File: src/rtl/sched_pkg.sv
package sched_pkg;

    localparam int CHAN_W = 4;
    localparam int ATTR_W = 3;
    localparam int NUM_Q  = 2;
    localparam int Q_PER  = 0;
    localparam int Q_NP   = 1;

    typedef struct packed {
        logic              is_in;
        logic [CHAN_W-1:0] chan;
        logic [ATTR_W-1:0] attr;
    } txn_req_t;

    typedef enum logic [1:0] {
        ARB_IDLE  = 2'd0,
        ARB_OFFER = 2'd1,
        ARB_BUSY  = 2'd2
    } arb_state_e;

    function automatic txn_req_t make_req(input logic dir,
                                          input logic [CHAN_W-1:0] ch,
                                          input logic [ATTR_W-1:0] at);
        txn_req_t r;
        r.is_in = dir;
        r.chan  = ch;
        r.attr  = at;
        return r;
    endfunction

endpackage

File: src/rtl/req_fifo.sv
module req_fifo
    import sched_pkg::*;
#(
    parameter int DEPTH = 8,
    localparam int PTR_W = (DEPTH > 1) ? $clog2(DEPTH) : 1,
    localparam int CNT_W = $clog2(DEPTH + 1)
) (
    input  logic             clk,
    input  logic             rst,
    input  logic             push_en,
    input  txn_req_t         push_data,
    input  logic             pop_en,
    output txn_req_t         head,
    output logic [CNT_W-1:0] count,
    output logic             overflow
);

    txn_req_t         mem [DEPTH];
    logic [PTR_W-1:0] wr_ptr, rd_ptr;
    logic             full, accept, take;

    function automatic logic [PTR_W-1:0] bump(input logic [PTR_W-1:0] p);
        return (p == PTR_W'(DEPTH - 1)) ? '0 : p + 1'b1;
    endfunction

    assign full   = (count == CNT_W'(DEPTH));
    assign accept = push_en && !full;
    assign take   = pop_en && (count != '0);
    assign head   = mem[rd_ptr];

    always_ff @(posedge clk) begin
        if (accept) mem[wr_ptr] <= push_data;
    end

    always_ff @(posedge clk) begin
        if (rst) begin
            wr_ptr   <= '0;
            rd_ptr   <= '0;
            count    <= '0;
            overflow <= 1'b0;
        end else begin
            if (accept) wr_ptr <= bump(wr_ptr);
            if (take)   rd_ptr <= bump(rd_ptr);
            case ({accept, take})
                2'b10:   count <= count + 1'b1;
                2'b01:   count <= count - 1'b1;
                default: count <= count;
            endcase
            if (push_en && full) overflow <= 1'b1;
        end
    end

endmodule

File: src/rtl/frame_tracker.sv
module frame_tracker (
    input  logic clk,
    input  logic rst,
    input  logic frame_start,
    input  logic frame_end,
    input  logic per_pending,
    input  logic incomp_clr,
    output logic in_frame,
    output logic incomp
);

    always_ff @(posedge clk) begin
        if (rst) begin
            in_frame <= 1'b0;
            incomp   <= 1'b0;
        end else begin
            if (frame_start)    in_frame <= 1'b1;
            else if (frame_end) in_frame <= 1'b0;

            if (frame_end && per_pending) incomp <= 1'b1;
            else if (incomp_clr)          incomp <= 1'b0;
        end
    end

endmodule

File: src/rtl/sched_arbiter.sv
module sched_arbiter
    import sched_pkg::*;
(
    input  logic clk,
    input  logic rst,
    input  logic in_frame,
    input  logic frame_end,
    input  logic per_avail,
    input  logic np_avail,
    input  logic iss_ready,
    input  logic iss_done,
    output logic offer,
    output logic sel_per,
    output logic pop_per,
    output logic pop_np
);

    arb_state_e state, nxt;

    always_comb begin
        nxt = state;
        case (state)
            ARB_IDLE:
                if (in_frame && !frame_end && (per_avail || np_avail)) nxt = ARB_OFFER;
            ARB_OFFER:
                if (iss_ready)                   nxt = ARB_BUSY;
                else if (frame_end || !in_frame) nxt = ARB_IDLE;
            ARB_BUSY:
                if (iss_done) nxt = ARB_IDLE;
            default: nxt = ARB_IDLE;
        endcase
    end

    always_ff @(posedge clk) begin
        if (rst) begin
            state   <= ARB_IDLE;
            sel_per <= 1'b0;
        end else begin
            state <= nxt;
            if (state == ARB_IDLE && nxt == ARB_OFFER) sel_per <= per_avail;
        end
    end

    assign offer   = (state == ARB_OFFER);
    assign pop_per = (state == ARB_BUSY) && iss_done && sel_per;
    assign pop_np  = (state == ARB_BUSY) && iss_done && !sel_per;

endmodule

File: src/rtl/frame_txn_sched.sv
module frame_txn_sched
    import sched_pkg::*;
#(
    parameter int DEPTH = 8,
    localparam int CNT_W = $clog2(DEPTH + 1)
) (
    input  logic                        clk,
    input  logic                        rst,
    input  logic                        frame_start,
    input  logic                        frame_end,
    input  logic                        incomp_clr,
    input  logic                        push_valid,
    input  logic                        push_periodic,
    input  logic                        push_dir,
    input  logic [sched_pkg::CHAN_W-1:0] push_chan,
    input  logic [sched_pkg::ATTR_W-1:0] push_attr,
    output logic                        iss_valid,
    output logic                        iss_periodic,
    output logic                        iss_dir,
    output logic [sched_pkg::CHAN_W-1:0] iss_chan,
    output logic [sched_pkg::ATTR_W-1:0] iss_attr,
    input  logic                        iss_ready,
    input  logic                        iss_done,
    output logic [CNT_W-1:0]            per_free,
    output logic [CNT_W-1:0]            np_free,
    output logic                        per_ovf,
    output logic                        np_ovf,
    output logic                        incomp_per
);

    txn_req_t         req_in;
    txn_req_t         head_q  [NUM_Q];
    logic [CNT_W-1:0] count_q [NUM_Q];
    logic             push_q  [NUM_Q];
    logic             pop_q   [NUM_Q];
    logic             ovf_q   [NUM_Q];
    logic             in_frame, sel_per, pop_per, pop_np;
    txn_req_t         offered;

    assign req_in        = make_req(push_dir, push_chan, push_attr);
    assign push_q[Q_PER] = push_valid && push_periodic;
    assign push_q[Q_NP]  = push_valid && !push_periodic;
    assign pop_q[Q_PER]  = pop_per;
    assign pop_q[Q_NP]   = pop_np;

    for (genvar q = 0; q < NUM_Q; q++) begin : g_queue
        req_fifo #(.DEPTH(DEPTH)) u_fifo (
            .clk      (clk),
            .rst      (rst),
            .push_en  (push_q[q]),
            .push_data(req_in),
            .pop_en   (pop_q[q]),
            .head     (head_q[q]),
            .count    (count_q[q]),
            .overflow (ovf_q[q])
        );
    end

    frame_tracker u_frame (
        .clk        (clk),
        .rst        (rst),
        .frame_start(frame_start),
        .frame_end  (frame_end),
        .per_pending(count_q[Q_PER] != '0),
        .incomp_clr (incomp_clr),
        .in_frame   (in_frame),
        .incomp     (incomp_per)
    );

    sched_arbiter u_arb (
        .clk      (clk),
        .rst      (rst),
        .in_frame (in_frame),
        .frame_end(frame_end),
        .per_avail(count_q[Q_PER] != '0),
        .np_avail (count_q[Q_NP] != '0),
        .iss_ready(iss_ready),
        .iss_done (iss_done),
        .offer    (iss_valid),
        .sel_per  (sel_per),
        .pop_per  (pop_per),
        .pop_np   (pop_np)
    );

    assign offered      = sel_per ? head_q[Q_PER] : head_q[Q_NP];
    assign iss_periodic = sel_per;
    assign iss_dir      = offered.is_in;
    assign iss_chan     = offered.chan;
    assign iss_attr     = offered.attr;
    assign per_free     = CNT_W'(DEPTH) - count_q[Q_PER];
    assign np_free      = CNT_W'(DEPTH) - count_q[Q_NP];
    assign per_ovf      = ovf_q[Q_PER];
    assign np_ovf       = ovf_q[Q_NP];

endmodule

File: config.mk
export PLATFORM = sky130hd
export DESIGN_NAME = frame_txn_sched
export DESIGN_NICKNAME = d
export VERILOG_FILES = /design/src/rtl/sched_pkg.sv /design/src/rtl/req_fifo.sv /design/src/rtl/frame_tracker.sv /design/src/rtl/sched_arbiter.sv /design/src/rtl/frame_txn_sched.sv
export SDC_FILE = /design/constraint.sdc
export NUM_CORES = 1
export LEC_CHECK = 0
export ABC_AREA = 1
export BUFFER_PORTS_ARGS = -buffer_cell sky130_fd_sc_hd__clkbuf_2
export CAP_MARGIN = 15
export CORE_MARGIN = 5
export CORE_UTILIZATION = 50
export CTS_CLUSTER_DIAMETER = 50
export CTS_CLUSTER_SIZE = 12
export DETAILED_ROUTE_END_ITERATION = 10
export GPL_TIMING_DRIVEN = 0
export PLACE_DENSITY = 0.65
export SETUP_SLACK_MARGIN = 0.5
export SKIP_CTS_REPAIR_TIMING = 1
export SLEW_MARGIN = 20
export SYNTH_ARGS = -nofsm -noshare
export SYNTH_HDL_FRONTEND = slang
export SYNTH_SLANG_ARGS = --single-unit
File: constraint.sdc
create_clock -name clk -period 5.32 [get_ports clk]
set_clock_uncertainty 0.2 [all_clocks]
set_input_delay 0.532 -clock clk [delete_from_list [all_inputs] [get_ports clk]]
set_output_delay 0.532 -clock clk [all_outputs]
set_load 0.02 [all_outputs]
Word-level counts from Yosys, hierarchy flattened
Memories as Yosys holds them, arrays and structs flattened. A register that Yosys moved wholly into a read port is not among the register bits.
Index checks and enable logic that the tools add are counted.

storage, ports and cells
  word-level logic and storage cells = 91
  memories = 2
  output and inout port bits = 21
  bits in writable memories = 128
  input port bits = 17
  register bits after elaboration = 27

memories
  memory                 words  bits a word  rd ports  clocked after Yosys merged registers in  wr ports  RTL line        RTL
  g_queue[0].u_fifo.mem  8      8            1         1                                        1         req_fifo.sv:18  txn_req_t mem [DEPTH];
  g_queue[1].u_fifo.mem  8      8            1         1                                        1         req_fifo.sv:18

operators by class
  mux-type cells = 24
  reduce and logical (&&, ||, !) cells = 30
  equal/unequal tests = 13
  add/sub/neg operators = 10

operators by type and width
  operator               count
  $mux W3                8
  $pmux W4 S2            2
  $logic_and A1 B1 Y1    15
  $add A3 B1 Y3 const B  4
  $eq A3 B3 Y1 const B   4
  $add A4 B1 Y4 const B  2
  $eq A2 B1 Y1 const B   4
  $eq A4 B4 Y1 const B   2
  $mux W1                8
  $mux W2                4
  $mux W8                1
  $reduce_bool A2 Y1     4
  $reduce_bool A4 Y1     2
  $sub A4 B1 Y4 const B  2
  $sub A4 B4 Y4 const A  2
  $eq A2 B2 Y1 const B   3
  $logic_not A1 Y1       6
  $pmux W2 S3            1
  $logic_not A2 Y1       1
  $logic_or A1 B1 Y1     2

Depth between registers and ports, before layout
Gate-level depths: netlist (run 1).

  depth after elaboration = 7
  mapped depth = 15
  gate-level depth less buffers = 15

Modules after synthesis
Synthesis (run 1) repeated with hierarchy kept, for this count alone.

second synthesis, totals
  cells, all modules = 645
  area, all modules = 6966.7 um2

by module, submodules not included
  module           times used  sequential area each (um2)  area an instance (um2)  cells each
  req_fifo         2           2202.1                      3231.8                  277
  frame_txn_sched  1           0.0                         246.5                   53
  sched_arbiter    1           60.1                        176.4                   28
  frame_tracker    1           40.0                        80.1                    10

Worst setup path after synthesis (run 1)
Ideal clock, no wire load.

  path kind = reg-to-reg
  from = register g_queue[1].u_fifo.count[0]
  to = register g_queue[1].u_fifo.count[2]
  path slack = 3.045 ns
  setup time = 0.115 ns
  arrival time = 1.959 ns
  data required time = 5.005 ns
  stages on the path, launching flop included = 13
  clock period less this slack = 2.275 ns
  path buffers = 0
  path through = dfxtp_1 > inv_1 > ha_1 > nand2_1 > nor2_1 > nor3_4 > ha_1 > xor2_1 > ha_1 > a21oi_1 > xnor2_1 > o21ai_0 > inv_1

on the way
  word-level cells in the longest chain between the ends = 5
  elaborated cells on any way between the ends = 11
  those cells by class = add/sub: 2; eq/ne: 3; mux: 1; reduce/logical: 5

ends and longest elaborated chain
  element                                            RTL line        RTL
  start, declared                                    req_fifo.sv:14  output logic [CNT_W-1:0] count,
  start signal, assigned                             req_fifo.sv:45  2'b10: count <= count + 1'b1;
  start signal, assigned                             req_fifo.sv:46  2'b01: count <= count - 1'b1;
  start signal, assigned                             req_fifo.sv:47  default: count <= count;
  $eq A4 B4 Y1                                       req_fifo.sv:26  assign full = (count == CNT_W'(DEPTH));
  $logic_not A1 Y1                                   req_fifo.sv:27  assign accept = push_en && !full;
  $logic_and A1 B1 Y1                                req_fifo.sv:27
  $eq A2 B1 Y1 or $eq A2 B2 Y1 (tied branches)       req_fifo.sv:44  case ({accept, take})
  $pmux W4 S2 or $reduce_bool A2 Y1 (tied branches)  --

Several ways; a longest one is shown, not always the timed one.
A chain may end at the register's enable or synchronous reset.

==> summary.md, run 1 <==
| Metric | Value |
|---|---|
| Post-Synthesis Cell Area | `between 0.006 and 0.007 mm2` |
| Clock slew at reported path FFs | `roughly 60 ps` |
| HP Class | `input port to flip-flop` |
| Combinational Power Share | `0.054` |
| Drt pass-1 iters | `5` |
| Crit-path max FO | `10` |
| Hpwl dp | `9914 um` |
| First-pass GRT wire length | `approximately 23,000 um` |
| Synthesized area per cell | `around 11 um2` |
| Die Ht | `126.5 um` |
| # fillers | `around 1,100` |
| TritonCTS Buffers | `17` |
| Gpl congestion | `approximately 0.83` |
| Die width | `between 100 and 150 um` |
| # rows | `42` |
| Top post-synthesis cells by area | `edfxtp_1 57%, dfxtp_1 9.7%, nor2_1 7.7%` |
| CTS tree | `yes` |
| Minimum clock period | `about 2800 ps` |
| Cell type with the largest total area after synthesis | `edfxtp_1` |
| Tightest Pin Transition | `approximately 900 ps` |
| CTS sink cnt | `between 150 and 200` |
| Startpoint Class | `flip-flop` |
| IO buf count | `37` |
| GRT Overall Usage | `0.1897` |
| Register area share after synthesis | `0.6635` |
| Crit end category | `output pin` |
| DR iter-0 viols | `500` |
| Final wirelength | `between 10,000 and 15,000 um` |
| RSZ-0062 raised after global routing | `no` |
| Sum Neg Setup Slack | `0 ps` |
| Initial Util | `0.5106` |
| Power Dens Cells | `363.1 mW/mm2` |
| Die footprint | `around 0.016 mm2` |
| WP data required | `about 4600 ps` |
| Slew Limit Fails | `0` |
| Final Hold Vio Count | `0` |
| Power share of the sequential group | `0.491` |
| Net count after synthesis | `approximately 640` |
| Top cell type's share of synthesized area | `0.5662` |
| Max Cap Viol | `0` |
| CTS Root Cell | `clkbuf_16` |
| Layout cells sized above 1 | `0.1382` |
| Switch Pwr | `between 0.5 and 0.6 mW` |
| Pwr Total | `2.837 mW` |
| Status | `complete, no violations` |
| NumNets Final | `694` |
| Synth cell types | `35` |
| Vias in the first global route | `roughly 4,600` |
| Initial antenna violation count | `0` |
| Largest net degree at the start of global routing | `17` |
| Clk network pwr share | `0.455` |
| H-tree lvl count | `4` |
| Post-route DRC | `0` |
| Final Cycle Share | `0.5273` |
| DR WL/cell | `approximately 17 um` |
| Maximum vdd ir drop | `between 0.00015 and 0.0002 V` |
| Max frequency | `0.3565 GHz` |
| Global route overflow | `0` |
| Io pins | `38` |
| Seq cells post-synth | `161` |
| Total of warnings raised by yosys | `0` |
| CP arrival | `around 2100 ps` |
| Latest clock arrival within the worst-skew pair | `about 420 ps` |
| Critical path class | `flip-flop to output pin` |
| Diodes inserted | `0` |
| Area delta synth->final | `15.09%` |
| Leakage | `around 2.8 nW` |
| Slew headroom | `0.4146` |
| Clock Path Buffers | `2` |
| Net Sw Frac | `0.2074` |
| Finished Core Util | `0.5877` |
| Post-Syn Instances | `slightly above 600` |
| ANT nets after route | `0` |
| Setup violations, final | `0` |
| Vias | `roughly 4,600` |
| Core area | `~0.013 mm2` |
| Vias/cell | `between 5 and 6` |
| Pint | `around 2.2 mW` |
[routing by layer]
metal	GRT usage	routed length, um
met1	0.2386	6454
met2	0.3110	6883
met3	0.05296	779
met4	0.07697	381
met5	0	0
[synthesized netlist by cell type, drive strengths merged]
library cell / instances
xor2: 3
o211a: 1
dfxtp: 33
o21ai: 94
clkinv: 1
and2: 1
nand4: 4
buf: 14
a21oi: 20
ha: 15
nand2: 39
and3: 2
nand3: 19
nand3b: 3
nor2: 141
edfxtp: 128
nor3: 3
inv: 36
xnor2: 4
o211ai: 33
clkbuf: 12
[registers in the layout, summed over array words and instances (netlist names), named ones only]
register / flops
g_queue.u_fifo.overflow: 2
g_queue.u_fifo.mem: 128
u_frame.in_frame: 1
g_queue.u_fifo.wr_ptr: 6
g_queue.u_fifo.rd_ptr: 6
u_arb.state: 2
g_queue.u_fifo.count: 8
u_frame.incomp: 1
u_arb.sel_per: 1
[placed cells by master, fill, tap and decap left out, types with 5 or more instances in the layout]
cell / n
o21ai_0: 87
nand2_1: 37
clkbuf_16: 17
o211ai_1: 33
ha_1: 15
a21oi_1: 19
bufinv_16: 5
inv_1: 32
nor2_1: 139
nand3_1: 17
buf_2: 9
clkbuf_2: 39
clkbuf_1: 11
dfxtp_1: 33
o21ai_1: 7
edfxtp_1: 128
[per-stage QoR]
stage          hold WS [ps]  setup WS, ps  cell area [um2]  std cells
2_1_floorplan         262.1          3045             6789        606
3_3_place_gp          255.3          2802             7194        819
3_5_place_dp          269.7          2752             7194        819
4_1_cts               110.7          2496             7814        849
5_1_grt               138.9          2323             7814        849
6_report              125.9          2515             7814        849
[final timing paths]
check	slack [ps]	cells past startpoint	end	startpoint
setup / recovery	2510	6	iss_chan[3]	flip-flop
hold / removal	130	3	u_frame.in_frame	frame_start
setup reg to reg	2740	12	g_queue[1].u_fifo.count[2]	g_queue[1].u_fifo.count[0]
hold reg to reg	280	2	g_queue[0].u_fifo.overflow	g_queue[0].u_fifo.overflow
[area by class of cell]
| cell class | instances | area, um2 | area share |
|---|---|---|---|
| clock buffer | 18 | 429.2 | 0.05492 |
| timing repair buffer | 37 | 185.2 | 0.02370 |
| inverter | 37 | 138.9 | 0.01777 |
| buffer | 26 | 137.6 | 0.01761 |
| multi-input combinational | 382 | 2008 | 0.2570 |
| clock inverter | 12 | 190.2 | 0.02434 |
| tap | 176 | 220.2 | 0.02818 |
| sequential | 161 | 4504 | 0.5765 |
[power by group through the flow]
stage	registers [mW]	clock network [mW]	logic (mW)
4_1_cts	1.39	1.31	0.156
5_1_grt	1.39	1.37	0.171
2_1_floorplan	1.42	0	0.0938
6_report	1.39	1.29	0.154
3_3_place_gp	1.42	0	0.152
3_5_place_dp	1.42	0	0.155
[logic make-up (layout without fill, tap and decap cells)]
kind of cell	after synthesis	in the layout	synth area share
AND/OR/NAND/NOR	212	212	0.1366
flip-flops	161	161	0.6635
AO/OA/AOI/OAI	148	148	0.1226
buffers and inverters	63	130	0.04073
adder cells (fa/ha/maj)	15	15	0.02764
XOR/XNOR	7	7	0.009031
[worst max-delay path, stage by stage, from the launching register on]
cell and delay (ps):
dfxtp_1 320, clkbuf_1 340, clkbuf_1 450, o211ai_1 170
o211ai_1 120, nand2_1 90, clkbuf_2 160
(Power assumes the default switching activity.)
==> inputs of run 2 (changes only) <==
- PLACE_DENSITY: 0.65 -> 0.68
- clock period: 5.32 -> 2.57 ns (I/O delays scaled with it)
==> summary.md, run 2 (same netlist as run 1, synthesis figures left out) <==
| Metric | Value |
|---|---|
| Crit end category | `output pin` |
| Post-route DRC | `0` |
| RSZ-0062 raised after global routing | `yes` |
| Die footprint | `0.01601 mm2` |
| Drt pass-1 iters | `5` |
| Area delta synth->final | `24.75%` |
| Combinational Power Share | `0.075` |
| Final Cycle Share | `0.8709` |
| Switch Pwr | `1.241 mW` |
| CTS tree | `yes` |
| Final wirelength | `15,060 um` |
| Vias/cell | `about 5.4` |
| Initial antenna violation count | `0` |
| Max reg flops | `128` |
| Top Registers | `g_queue.u_fifo.mem (128), g_queue.u_fifo.count (8)` |
| Most flop-heavy register | `g_queue.u_fifo.mem` |
| Reg2reg setup slack | `about 430 ps` |
| Slew headroom | `0.6521` |
| Post-route setup slack | `~330 ps` |
| NumNets Final | `730` |
| CP arrival | `roughly 1800 ps` |
| Layout cells sized above 1 | `0.2803` |
| Clock slew at reported path FFs | `approximately 60 ps` |
| # rows | `between 40 and 50` |
| H-tree lvl count | `4` |
| Power share of the sequential group | `0.508` |
| Hpwl dp | `between 10,000 and 15,000 um` |
| Max Cap Viol | `0` |
| Most frequent cells in the layout | `128 x edfxtp_1, 111 x nor2_1, 61 x o21ai_0` |
| Max frequency | `~0.45 GHz` |
| Worst hold slack | `between 2 and 3 ps` |
| ANT nets after route | `0` |
| Io pins | `38` |
| Clock Path Buffers | `2` |
| Die Ht | `between 100 and 150 um` |
| Vias in the first global route | `about 4,700` |
| DR WL/cell | `between 15 and 20 um` |
| Pwr Total | `5.672 mW` |
| Finished Core Util | `0.6370` |
| Global route overflow | `0` |
| Die width | `126.5 um` |
| Final Hold Vio Count | `0` |
| Clk network pwr share | `0.417` |
| Dpl ws | `~200 ps` |
| Diodes inserted | `0` |
| Critical path class | `flip-flop to output pin` |
| Cell total after placement | `just over 800` |
| CTS sink cnt | `161` |
| Crit-path max FO | `6` |
| IO buf count | `37` |
| Gpl congestion | `around 0.85` |
| Commonest non-fill, non-tap cell in the layout | `edfxtp_1` |
| DR iter-0 viols | `293` |
| Largest net degree at the start of global routing | `17` |
| Slew Limit Fails | `0` |
| Sum Neg Setup Slack | `0 ps` |
| Status | `complete, no violations` |
| TritonCTS Buffers | `17` |
| Design area | `about 0.0085 mm2` |
| Pint | `approximately 4.4 mW` |
| First-pass GRT wire length | `~23,000 um` |
| Startpoint Class | `flip-flop` |
| Leakage | `slightly above 3 nW` |
| Minimum clock period | `approximately 2200 ps` |
| DP Area | `between 0.007 and 0.008 mm2` |
| GRT Overall Usage | `0.1861` |
| WP data required | `around 2100 ps` |
| Setup violations, final | `0` |
| Power Dens Cells | `between 600 and 700 mW/mm2` |
| Net Sw Frac | `0.2188` |
| Latest clock arrival within the worst-skew pair | `about 420 ps` |
| Core area | `0.01330 mm2` |
| HP Class | `input port to flip-flop` |
| Finished Layout Cells | `a little under 900` |
| Maximum vdd ir drop | `0.0005092 V` |
| Vias | `4,806` |
| Tightest Pin Transition | `between 500 and 600 ps` |
| CTS Root Cell | `clkbuf_16` |
| Initial Util | `0.5106` |
[run 2: cell count changes in the layout (fill, tap and decap cells not counted), sizes merged]
cell         change
clkinv           +4
inv              -1
buf             +34
bufinv           -3
dlygate4sd3      +9
clkbuf           -6
[run 2: power by group through the flow]
stage	clock network, mW	registers, mW	logic [mW]
3_3_place_gp	0	2.94	0.322
4_1_cts	2.39	2.88	0.332
6_report	2.36	2.88	0.427
2_1_floorplan	0	2.94	0.209
3_5_place_dp	0	2.94	0.330
5_1_grt	2.53	2.88	0.467
[run 2: area by class of cell]
class	count	area, um2
multi-input combinational	382	2270
fill	993	4826
clock buffer	19	432.9
tap	176	220.2
timing repair buffer	73	538.0
sequential	161	4531
clock inverter	12	118.9
inverter	37	156.4
buffer	26	202.7
[run 2: path summary, 6_finish.rpt]
kind,cells past startpoint,from,end
max,9,flip-flop,iss_chan[1]
min,5,push_valid,g_queue[1].u_fifo.overflow
max reg2reg,12,g_queue[1].u_fifo.count[1],g_queue[1].u_fifo.count[2]
min reg2reg,2,g_queue[1].u_fifo.overflow,g_queue[1].u_fifo.overflow
[run 2: per-layer routing]
layer,global-route usage,vias to the layer above,share of wire
met5,0,-,0
met4,0.08644,0,0.025
met3,0.04288,30,0.048
met2,0.3045,131,0.50
met1,0.2359,2311,0.43
li1,-,2334,-
[run 2: worst max-delay path: stages (launching register included)]
cell      delay (ps)
dfxtp_4          390
inv_6             60
buf_8            130
nor2_4            70
nor2_1            40
o21ai_1           80
o21ai_1          120
o211ai_1         230
nand2_1          110
buf_6            140
==> inputs of run 3 (changes only) <==
- SYNTH_HIERARCHICAL: default -> 1
==> summary.md, run 3 <==
| Metric | Value |
|---|---|
| Commonest non-fill, non-tap cell in the layout | `edfxtp_1` |
| Final Hold Vio Count | `0` |
| Post-synth EDFFs | `128` |
| Final wirelength | `14,690 um` |
| Register cell area after layout | `approximately 0.0045 mm2` |
| RSZ-0062 raised after global routing | `yes` |
| Levels on crit path | `9` |
| Most flop-heavy register | `g_queue.u_fifo/mem` |
| Multi-input gate area in the final layout | `roughly 0.0023 mm2` |
| Maximum vdd ir drop | `~0.0004 V` |
| ANT nets after route | `0` |
| DP Area | `0.007378 mm2` |
| Worst path cell trace | `buf_8 -> buf_12 -> mux2i_1 -> o22ai_1 -> nand2_1 -> nand2_1 -> inv_1 -> o21ai_1 -> buf_4` |
| # fillers | `1,070` |
| Critical path class | `flip-flop to output pin` |
| TritonCTS Buffers | `17` |
| Sum Neg Setup Slack | `0 ps` |
| Largest net degree at the start of global routing | `17` |
| Crit-path max FO | `8` |
| Crit path max-delay family | `buffers and inverters` |
| Reg2reg setup slack | `slightly below 600 ps` |
| Tightest Pin Transition | `just under 700 ps` |
| Clock Path Buffers | `2` |
| Top post-synthesis cells by area | `edfxtp_1 55%, dfxtp_1 9.5%, nand2_1 6.1%` |
| Initial antenna violation count | `0` |
| Diodes inserted | `0` |
| Status | `complete, no violations` |
| Worst reg2reg path depth | `13` |
| CTS tree | `yes` |
| Max frequency | `0.4425 GHz` |
| Core area | `about 0.014 mm2` |
| H-tree lvl count | `4` |
| Hold Startpoint | `push_periodic` |
| CP arrival | `roughly 1800 ps` |
| Vias | `4,910` |
| Slew headroom | `0.5348` |
| Initial Util | `0.5058` |
| Most frequent cells in the layout | `128 x edfxtp_1, 110 x nand2_1, 77 x nor2_1` |
| DR iter-0 viols | `roughly 300` |
| CTS Root Cell | `clkbuf_16` |
| Die Ht | `around 130 um` |
| Area delta synth->final | `22.59%` |
| Die footprint | `0.01639 mm2` |
| DR WL/cell | `around 16 um` |
| Top cell type's share of synthesized area | `0.5517` |
| Max Cap Viol | `0` |
| Slew Limit Fails | `0` |
| Post-Syn Instances | `approximately 650` |
| NumNets Final | `approximately 760` |
| Slowest stage cell, crit path | `dfxtp_4` |
| Slowest stage delay, CP | `around 390 ps` |
| Clock slew at reported path FFs | `roughly 60 ps` |
| Minimum clock period | `between 2000 and 2500 ps` |
| Gpl congestion | `0.8750` |
| Final Cycle Share | `0.8793` |
| GRT Overall Usage | `0.1836` |
| Io pins | `38` |
| Worst path bufs/invs | `4` |
| Drt pass-1 iters | `4` |
| Dpl ws | `between 200 and 300 ps` |
| Post-route DRC | `0` |
| Worst r2r src | `g_queue[1].u_fifo/count[1]` |
| Synthesized area per cell | `10.80 um2` |
| Post-Synthesis Cell Area | `between 0.006 and 0.007 mm2` |
| Power Dens Cells | `between 600 and 700 mW/mm2` |
| IO buf count | `37` |
| Hpwl dp | `9896 um` |
| Setup violations, final | `0` |
| Vias/cell | `about 5.3` |
| Register area share after synthesis | `0.6466` |
| Leakage | `3.228 nW` |
| Top Registers | `g_queue.u_fifo/mem (128), g_queue.u_fifo/count (8)` |
| Count leader, synth | `edfxtp_1` |
| Hold depth | `4` |
| Hold Path Sink | `g_queue[1].u_fifo/overflow` |
| Latest clock arrival within the worst-skew pair | `between 400 and 500 ps` |
| Crit end category | `output pin` |
| CTS sink cnt | `~160` |
| # rows | `43` |
| Design area | `0.008541 mm2` |
| Layout cells sized above 1 | `0.2558` |
| Crit-path most repeated cell | `nand2_1` |
| Post-route setup slack | `between 300 and 400 ps` |
| Dominant synthesized flop cell | `edfxtp_1` |
| HP Class | `input port to flip-flop` |
| Vias in the first global route | `slightly below 5,000` |
| Startpoint Class | `flip-flop` |
| Synth cell count leaders | `128 x edfxtp_1, 113 x nand2_1, 97 x nor2_1, 58 x o21ai_1, 46 x inv_1` |
| Total of warnings raised by yosys | `6` |
| Net count after synthesis | `around 680` |
| WP data required | `approximately 2100 ps` |
| Cell type with the largest total area after synthesis | `edfxtp_1` |
| Synth cell types | `30` |
| Seq cells post-synth | `between 150 and 200` |
| Global route overflow | `0` |
| RR Endpoint | `g_queue[1].u_fifo/count[2]` |
| Max reg flops | `128` |
| Die width | `approximately 130 um` |
| First-pass GRT wire length | `approximately 23,000 um` |
| Share of async-settable or async-resettable flops after synthesis | `0` |
-- run 3: changes by cell type after synthesis, moves of 12 or more --
cell and change:
nand2_1 +76, o21ai_0 -67, o21ai_1 +51, nor2_1 -42, o211ai_1 -33, mux2i_1 +16
o22ai_1 +16, inv_1 +14, nor2_2 +12
-- run 3: worst register-to-register path, cell delays in order, from the launching register on --
cell and delay [ps]:
dfxtp_4 380, nor2_4 140, nand3_2 90, nand2_4 100, inv_4 50, ha_4 170, nand2_1 80, inv_2 50
nor2_4 130, ha_4 140, a21oi_2 40, xnor2_1 130, o21ai_1 120, inv_1 50
-- run 3: worst max path at each step --
stage / slack (ps) / startpoint / endpoint
final: 310 / flip-flop / iss_chan[0]
after global routing: 220 / flip-flop / iss_chan[2]
after CTS: 7 / flip-flop / iss_attr[1]
after detailed placement: 290 / g_queue[1].u_fifo/count[0] / g_queue[1].u_fifo/mem[5][0]
after global placement: 340 / g_queue[0].u_fifo/count[2] / g_queue[0].u_fifo/mem[3][0]
after floorplan: 500 / g_queue[1].u_fifo/count[0] / g_queue[1].u_fifo/count[2]
-- run 3: kinds of logic after synthesis --
logic type	Yosys count	share of synthesized area
xor+xnor	8	0.01006
flops	161	0.6466
buf+inv	79	0.05550
mux	16	0.02299
simple gates	247	0.1460
fa+ha+maj	16	0.02874
compound gates	118	0.09016
-- run 3: stage by stage --
stage               utilization  hold slack (ps)  cells  power [mW]
global placement         0.5357            242.4    862       3.287
finish                   0.6201            36.24    919       5.612
detailed placement       0.5357            251.2    862       3.301
CTS                      0.5745           -148.5    894       5.578
floorplan                     -            119.4    645       3.169
global route             0.6201            38.38    919       5.823
-- run 3: power breakdown --
| part | internal (mW) | switching [mW] | leakage (nW) |
|---|---|---|---|
| logic | 0.159 | 0.266 | 1.53 |
| registers | 2.86 | 0.0376 | 1.43 |
| clock network | 1.37 | 0.925 | 0.267 |
-- run 3: layer usage --
layer | vias to the layer above | global-route usage | routed length (um) | part of all wire
met5 | - | 0 | 0 | 0
met3 | 22 | 0.04292 | 745 | 0.051
li1 | 2376 | - | - | -
met2 | 133 | 0.2933 | 7241 | 0.49
met1 | 2379 | 0.2396 | 6424 | 0.44
met4 | 0 | 0.08240 | 282 | 0.019
-- run 3: cell type report --
class,count,share of cell area
multi-input cells,405,0.2722
repair buffers,62,0.05596
clock buffers,24,0.05523
flip-flops and latches,161,0.5318
inverters,58,0.02637
plain buffers,21,0.02476
clock inverters,8,0.007325
well taps,180,0.02637
